<file path="config.mk">
export PLATFORM = sky130hd
export DESIGN_NAME = desc_sr_engine
export DESIGN_NICKNAME = d
export VERILOG_FILES = /design/src/rtl/sr_pkg.sv /design/src/rtl/sr_idx_step.sv /design/src/rtl/sr_op_unit.sv /design/src/rtl/desc_sr_engine.sv
export SDC_FILE = /design/constraint.sdc
export NUM_CORES = 1
export LEC_CHECK = 0
export ABC_CLOCK_PERIOD_IN_PS = 3300
export BUFFER_PORTS_ARGS = -buffer_cell sky130_fd_sc_hd__buf_4
export CAP_MARGIN = 15
export CORE_MARGIN = 5
export CORE_UTILIZATION = 45
export DETAILED_ROUTE_END_ITERATION = 10
export GPL_TIMING_DRIVEN = 1
export PLACE_DENSITY_LB_ADDON = 0.08
export RECOVER_POWER = 50
export SLEW_MARGIN = 10
export SYNTH_ARGS = -nofsm -noshare
export SYNTH_HDL_FRONTEND = slang
export SYNTH_SLANG_ARGS = --single-unit
</file>
<file path="constraint.sdc">
create_clock -name clk -period 3.3 [get_ports clk]
set_clock_uncertainty 0.05 [all_clocks]
set_input_delay 0.165 -clock clk [delete_from_list [all_inputs] [get_ports clk]]
set_output_delay 0.165 -clock clk [all_outputs]
set_load 0.005 [all_outputs]
</file>
<file path="src/rtl/sr_pkg.sv">
package sr_pkg;

    localparam int DATA_W  = 32;
    localparam int STRB_W  = DATA_W / 8;
    localparam int CTL_W   = 7;
    localparam int OP_LSB  = 0;
    localparam int SZ_LSB  = 3;
    localparam int SV_BIT  = 5;
    localparam int RT_BIT  = 6;

    typedef enum logic [3:0] {
        S_IDLE,
        S_FETCH,
        S_DECODE,
        S_READ,
        S_WRITE,
        S_DELAY,
        S_STEP,
        S_DONE_OK,
        S_DONE_ERR
    } sr_state_e;

    typedef enum logic [2:0] {
        OP_COPY     = 3'd0,
        OP_FIXED    = 3'd1,
        OP_OR       = 3'd2,
        OP_AND      = 3'd3,
        OP_WAIT     = 3'd4,
        OP_POLL_CLR = 3'd5,
        OP_POLL_SET = 3'd6,
        OP_RSVD     = 3'd7
    } sr_op_e;

    function automatic logic [DATA_W-1:0] size_mask(input logic [1:0] sz);
        unique case (sz)
            2'd0:    return 32'h0000_00FF;
            2'd1:    return 32'h0000_FFFF;
            default: return 32'hFFFF_FFFF;
        endcase
    endfunction

    function automatic logic [STRB_W-1:0] size_strb(input logic [1:0] sz);
        unique case (sz)
            2'd0:    return 4'b0001;
            2'd1:    return 4'b0011;
            default: return 4'b1111;
        endcase
    endfunction

endpackage

</file>
<file path="src/rtl/sr_idx_step.sv">
module sr_idx_step #(
    parameter int IDX_W = 10
) (
    input  logic [IDX_W-1:0] cur,
    input  logic [IDX_W-1:0] stop,
    input  logic             rev,
    output logic [IDX_W-1:0] nxt,
    output logic             at_end
);
    always_comb begin
        nxt    = rev ? (cur - IDX_W'(1)) : (cur + IDX_W'(1));
        at_end = (cur == stop);
    end
endmodule

</file>
<file path="src/rtl/sr_op_unit.sv">
module sr_op_unit
    import sr_pkg::*;
(
    input  sr_op_e              op,
    input  logic [1:0]          sz,
    input  logic [DATA_W-1:0]   rd_raw,
    input  logic [DATA_W-1:0]   operand,
    output logic [DATA_W-1:0]   rd_val,
    output logic [DATA_W-1:0]   rmw_val,
    output logic [STRB_W-1:0]   strb,
    output logic                poll_met
);
    logic [DATA_W-1:0] msk;
    logic [DATA_W-1:0] hit;

    always_comb begin
        msk     = size_mask(sz);
        strb    = size_strb(sz);
        rd_val  = rd_raw & msk;
        rmw_val = ((op == OP_OR) ? (rd_val | operand) : (rd_val & operand)) & msk;
        hit     = rd_val & operand;
        poll_met = (op == OP_POLL_CLR) ? (hit == '0) : (hit != '0);
    end
endmodule

</file>
<file path="src/rtl/desc_sr_engine.sv">
module desc_sr_engine
    import sr_pkg::*;
#(
    parameter int IDX_W = 10,
    parameter int AW    = 32
) (
    input  logic                clk,
    input  logic                rst_n,
    input  logic                start,
    input  logic                restore,
    input  logic                save_rev,
    input  logic                rest_rev,
    input  logic [IDX_W-1:0]    first_idx,
    input  logic [IDX_W-1:0]    last_idx,
    input  logic [AW-1:0]       win_lo,
    input  logic [AW-1:0]       win_hi,
    output logic                desc_rd,
    output logic [IDX_W-1:0]    desc_idx,
    input  logic [AW-1:0]       desc_tgt,
    input  logic [31:0]         desc_data,
    input  logic [6:0]          desc_ctl,
    output logic                desc_wr,
    output logic [31:0]         desc_wdata,
    output logic                m_req,
    output logic                m_we,
    output logic [AW-1:0]       m_addr,
    output logic [31:0]         m_wdata,
    output logic [3:0]          m_strb,
    input  logic                m_ack,
    input  logic [31:0]         m_rdata,
    input  logic                m_err,
    output logic                busy,
    output logic                done,
    output logic                done_err,
    output logic                err_addr,
    output logic                err_bus,
    output logic [IDX_W-1:0]    err_idx
);
    sr_state_e          state_q, state_d;

    logic               rest_q, rev_q;
    logic [IDX_W-1:0]   idx_q, endi_q, err_idx_q;
    logic [AW-1:0]      lo_q, hi_q, tgt_q;
    logic [DATA_W-1:0]  dat_q, wv_q, cnt_q;
    sr_op_e             op_q;
    logic [1:0]         sz_q;
    logic               err_addr_q, err_bus_q;

    logic ld_cfg, ld_desc, ld_rmw, cnt_dec, adv, set_aerr, set_berr;

    sr_op_e             d_op;
    logic [1:0]         d_sz;
    logic               pass_en, in_win;

    logic [IDX_W-1:0]   idx_nxt;
    logic               idx_last;
    logic [DATA_W-1:0]  rd_val, rmw_val;
    logic [STRB_W-1:0]  strb;
    logic               poll_met;

    sr_idx_step #(.IDX_W(IDX_W)) u_step (
        .cur    (idx_q),
        .stop   (endi_q),
        .rev    (rev_q),
        .nxt    (idx_nxt),
        .at_end (idx_last)
    );

    sr_op_unit u_op (
        .op       (op_q),
        .sz       (sz_q),
        .rd_raw   (m_rdata),
        .operand  (dat_q),
        .rd_val   (rd_val),
        .rmw_val  (rmw_val),
        .strb     (strb),
        .poll_met (poll_met)
    );

    // descriptor decode, valid while in S_DECODE
    always_comb begin
        d_op    = sr_op_e'(desc_ctl[OP_LSB +: 3]);
        d_sz    = desc_ctl[SZ_LSB +: 2];
        pass_en = rest_q ? desc_ctl[RT_BIT] : desc_ctl[SV_BIT];
        in_win  = (desc_tgt >= lo_q) && (desc_tgt <= hi_q);
    end

    // next state and control strobes
    always_comb begin
        state_d  = state_q;
        ld_cfg   = 1'b0;
        ld_desc  = 1'b0;
        ld_rmw   = 1'b0;
        cnt_dec  = 1'b0;
        adv      = 1'b0;
        set_aerr = 1'b0;
        set_berr = 1'b0;
        unique case (state_q)
            S_IDLE: begin
                if (start) begin
                    ld_cfg  = 1'b1;
                    state_d = S_FETCH;
                end
            end
            S_FETCH: state_d = S_DECODE;
            S_DECODE: begin
                ld_desc = 1'b1;
                if (!pass_en || d_op == OP_RSVD) begin
                    state_d = S_STEP;
                end else if (d_op == OP_WAIT) begin
                    state_d = (desc_data == '0) ? S_STEP : S_DELAY;
                end else if (!in_win) begin
                    set_aerr = 1'b1;
                    state_d  = S_DONE_ERR;
                end else if (d_op == OP_FIXED || (d_op == OP_COPY && rest_q)) begin
                    state_d = S_WRITE;
                end else begin
                    state_d = S_READ;
                end
            end
            S_READ: begin
                if (m_ack) begin
                    if (m_err) begin
                        set_berr = 1'b1;
                        state_d  = S_DONE_ERR;
                    end else begin
                        unique case (op_q)
                            OP_OR, OP_AND: begin
                                ld_rmw  = 1'b1;
                                state_d = S_WRITE;
                            end
                            OP_POLL_CLR, OP_POLL_SET:
                                state_d = poll_met ? S_STEP : S_READ;
                            default: state_d = S_STEP;
                        endcase
                    end
                end
            end
            S_WRITE: begin
                if (m_ack) begin
                    if (m_err) begin
                        set_berr = 1'b1;
                        state_d  = S_DONE_ERR;
                    end else begin
                        state_d = S_STEP;
                    end
                end
            end
            S_DELAY: begin
                if (cnt_q == DATA_W'(1)) state_d = S_STEP;
                else                     cnt_dec = 1'b1;
            end
            S_STEP: begin
                if (idx_last) begin
                    state_d = S_DONE_OK;
                end else begin
                    adv     = 1'b1;
                    state_d = S_FETCH;
                end
            end
            S_DONE_OK:  state_d = S_IDLE;
            S_DONE_ERR: state_d = S_IDLE;
            default:    state_d = S_IDLE;
        endcase
    end

    // state register
    always_ff @(posedge clk or negedge rst_n) begin
        if (!rst_n) state_q <= S_IDLE;
        else        state_q <= state_d;
    end

    // datapath registers
    always_ff @(posedge clk or negedge rst_n) begin
        if (!rst_n) begin
            rest_q     <= 1'b0;
            rev_q      <= 1'b0;
            idx_q      <= '0;
            endi_q     <= '0;
            lo_q       <= '0;
            hi_q       <= '0;
            tgt_q      <= '0;
            dat_q      <= '0;
            wv_q       <= '0;
            cnt_q      <= '0;
            op_q       <= OP_COPY;
            sz_q       <= 2'd0;
            err_addr_q <= 1'b0;
            err_bus_q  <= 1'b0;
            err_idx_q  <= '0;
        end else begin
            if (ld_cfg) begin
                rest_q     <= restore;
                rev_q      <= restore ? rest_rev : save_rev;
                idx_q      <= (restore ? rest_rev : save_rev) ? last_idx : first_idx;
                endi_q     <= (restore ? rest_rev : save_rev) ? first_idx : last_idx;
                lo_q       <= win_lo;
                hi_q       <= win_hi;
                err_addr_q <= 1'b0;
                err_bus_q  <= 1'b0;
            end
            if (ld_desc) begin
                tgt_q <= desc_tgt;
                dat_q <= desc_data;
                op_q  <= d_op;
                sz_q  <= d_sz;
                wv_q  <= desc_data & size_mask(d_sz);
                cnt_q <= desc_data;
            end
            if (ld_rmw)  wv_q  <= rmw_val;
            if (cnt_dec) cnt_q <= cnt_q - DATA_W'(1);
            if (adv)     idx_q <= idx_nxt;
            if (set_aerr) begin
                err_addr_q <= 1'b1;
                err_idx_q  <= idx_q;
            end
            if (set_berr) begin
                err_bus_q <= 1'b1;
                err_idx_q <= idx_q;
            end
        end
    end

    // outputs
    always_comb begin
        busy       = (state_q != S_IDLE);
        done       = (state_q == S_DONE_OK);
        done_err   = (state_q == S_DONE_ERR);
        desc_rd    = (state_q == S_FETCH);
        desc_idx   = idx_q;
        desc_wr    = (state_q == S_READ) && m_ack && !m_err && (op_q == OP_COPY);
        desc_wdata = rd_val;
        m_req      = (state_q == S_READ) || (state_q == S_WRITE);
        m_we       = (state_q == S_WRITE);
        m_addr     = tgt_q;
        m_wdata    = wv_q;
        m_strb     = strb;
        err_addr   = err_addr_q;
        err_bus    = err_bus_q;
        err_idx    = err_idx_q;
    end

endmodule

</file>
==> qor.yml <==
critPathLaunch: "lo_q[19]"
grt_max_degree: 111
synth_top_cell_by_area: "dfrtp_1"
start_util_pct: 45.6
post-synth-top-area-fraction_pct: 44.9
max_clock_freq_mhz: 335
status: "complete, but fails checks"
grt-ovfl-total: 0
cts_tree: "yes"
synthFlopType: "dfrtp_1"
switching_share_pct: 38.0
ys_seq_area_share_pct: 44.9
dieHeight_um: 181
rrSetupSlack_ns: 0.31
grt_pass1_wl_um: 67800
synth_cell_types: 76
cts_made_buffers: 27
synth_warnings: 0
htree_levels: 1
hold_violations: 0
grt_pass1_vias: 12751
post-route-util_pct: 64.4
cts.path.max_buffers: 3
fin_crit_sh_pct: 90.5
maxSlewHeadroom_pct: -67.3
end_kind: "flip-flop"
crit_fanout: 11
final_antenna_net_count: 0
synth_area_um2: 13100
clkTransAtPathRegs_ns: 0.06
violations: "max-capacitance violations, max-slew violations"
fin_setup_tns_ns: 0
synth_common_cells: "357 x nand2_1, 235 x dfrtp_1, 117 x o21ai_0"
drt_first_pass_iters: 5
switching_power_mw: 5.61
clk-insertion-delay-late_ns: 0.54
viasPerCell: 5.35
nNetsFinal: 2220
cpPeakStageDelay_ns: 0.45
cts.sinks: 235
finalWirelength_um: 41200
dieArea_um2: 32600
drc: 0
dp.cells: 2127
cp_slowest_cell: "a2111oi_1"
crit_required_ns: 3.66
rsz0062_at_grt: "false"
synth_most_common_cell: "nand2_1"
p_seq_share_pct: 35.2
comb_power_share_pct: 43.4
p_per_area_nw_per_um2: 800
num_vias: 12604
crit_arrival_ns: 3.35
p_int_mw: 9.17
maxSlewViolCount: 92
port_buffers: 322
synth_cells: 1492
ys_seq_elements: 235
setup.worst_path.start_class: "flip-flop"
post-route-min-period_ns: 2.99
pin_count: 324
synthTopCellsByArea: "dfrtp_1 45%, nand2_1 10%, ha_1 7.1%"
area_delta_synth_final_pct: 41.1
drt_iter0_markers: 798
final-instance-count-excl-fill: 2358
wire_per_inst_um: 17.5
ir_drop_uv: 555
total_power_mw: 14.8
placed_cell_area_um2: 15800
worstSetupEndpoint: "err_idx[0]"
drive_gt1_share_pct: 20.9
cts_root_buffer: "clkbuf_16"
fin_area_um2: 18500
worstMarginPinSlew_ns: 2.51
syn_nets: 1762
dp_hpwl_um: 28600
finalSetupViolCount: 0
crit_chain: "inv_1, ha_1, a21oi_1, o21ai_0, a2111oi_1, o211ai_1, a211oi_2, o21ai_2, a21oi_2, buf_12, mux2_2"
synth_edf_count: 0
r2r_start: "lo_q[19]"
fill_cells: 2444
antenna_found_initial: 4
async_flop_share_pct: 100
rows: 62
reg2reg_to: "err_idx[0]"
critical_path_class: "flip-flop to flip-flop"
reg2reg_depth: 11
grt_usage_pct: 24.8
core_um2: 28700
p_clk_share_pct: 21.4
syn-mean-instance-area_um2: 8.78
routabilityCongestion: 0.850
hold_path_class: "input pin to flip-flop"
power.leakage_nw: 8.71
max-cap-violations: 1
fp.dieW_um: 181
[worst max-delay path, delay by kind of cell (launching register included)]
| kind | cells | cell delay, ns |
|---|---|---|
| AOI/OAI and AO/OA | 7 | 1.64 |
| DFF | 1 | 0.35 |
| muxes | 1 | 0.34 |
| adders and majority gates | 1 | 0.25 |
| buffers and inverters | 2 | 0.23 |
[through the flow]
| stage | setup WS (ns) | hold slack, ns |
|---|---|---|
| after global routing | 0.0576 | 0.0615 |
| final | 0.313 | 0.0291 |
| after floorplan | 0.769 | -0.181 |
| after global placement | 0.284 | 0.209 |
| after detailed placement | 0.279 | 0.205 |
| after CTS | 0.222 | 0.00676 |
[metal layers]
metal | track usage, % | up-vias | part of all wire, %
met3 | 5.19 | 68 | 6.8
met4 | 6.05 | 0 | 2.1
li1 | - | 6143 | -
met5 | 0 | - | 0
met2 | 40.6 | 437 | 47
met1 | 33.8 | 5956 | 44
[power groups by stage]
stage                     Sequential, mW  Clock, mW  Combinational [mW]
after floorplan                     5.04          0                4.03
after global placement              5.20          0                6.17
after detailed placement            5.23          0                6.31
after CTS                           5.20       3.24                6.54
after global routing                5.38       3.37                7.28
final                               5.21       3.16                6.42
[how the worst min path moves through the flow]
stage	cells after the start	start	to	slack [ns]
after global placement	1	rst_n	m_wdata[3]	0.21
after detailed placement	1	rst_n	m_wdata[3]	0.20
after floorplan	0	rst_n	cnt_q[0]	-0.18
after CTS	5	last_idx[6]	desc_idx[6]	0.007
final	4	m_rdata[5]	m_wdata[5]	0.03
after global routing	4	m_rdata[5]	m_wdata[5]	0.06
[final cells by class]
type                       instances  area (um^2)  share of cell area [%]
multi-input combinational       1096         6580                    35.6
clock buffer                      37          773                    4.18
clock inverter                    12          164                   0.887
timing repair buffer             517         4320                    23.4
inverter                          73          274                    1.48
sequential                       235         5880                    31.8
antenna                            4         10.0                  0.0541
tap                              384          480                    2.60
[timing repair]
action / CTS / global route
hold endpoints to repair: 305 / 0
setup buffers: 0 / 0
setup endpoints to repair: 0 / 1
hold buffers: 178 / 0
resized for setup: 0 / 1
[registers in the layout, summed over array words and instances, names as in the netlist]
name	cells
cnt_q	32
dat_q	32
hi_q	32
lo_q	32
m_addr	32
m_wdata	32
desc_idx	10
endi_q	10
err_idx	10
state_q	4
op_q	3
sz_q	2
err_addr	1
err_bus	1
rest_q	1
rev_q	1
[layout by cell type, fill, tap and decap left out, drive strengths merged, types with 7 or more instances in the layout]
cell type    synthesis  final
and2                27     27
clkinv               0      7
or2                  9      9
o211ai              34     34
nor3                13     13
xnor2               12     12
ha                  74     74
o31ai                7      7
a31oi               18     18
nand4               18     18
maj3                 8      8
o311ai               8      8
nor4                18     18
buf                 27    258
inv                 73     74
dfrtp              235    235
dlygate4sd3          0    178
nand2              357    357
nand3               41     41
mux2i               25     25
a21oi               93     93
and3                14     14
a21o                 7      7
nand2b               9      9
a211oi              16     16
nor2                68     68
clkbuf              61    118
xor2                 7      7
o21ai              119    119
mux2                12     12
or3                  7      7
or4                  8      8
[cell families (layout without fill, tap and decap cells)]
group | Yosys count | in the layout | synth area share (%)
AO/OA/AOI/OAI | 353 | 353 | 17.0
XOR/XNOR | 19 | 19 | 1.27
adder cells (fa/ha/maj) | 83 | 83 | 7.83
buffers and inverters | 161 | 639 | 5.08
flip-flops | 235 | 235 | 44.9
multiplexers | 37 | 37 | 3.20
other | 1 | 5 | 0.0286
AND/OR/NAND/NOR | 603 | 603 | 20.7
No activity file was read; power rests on OpenSTA's default activity.
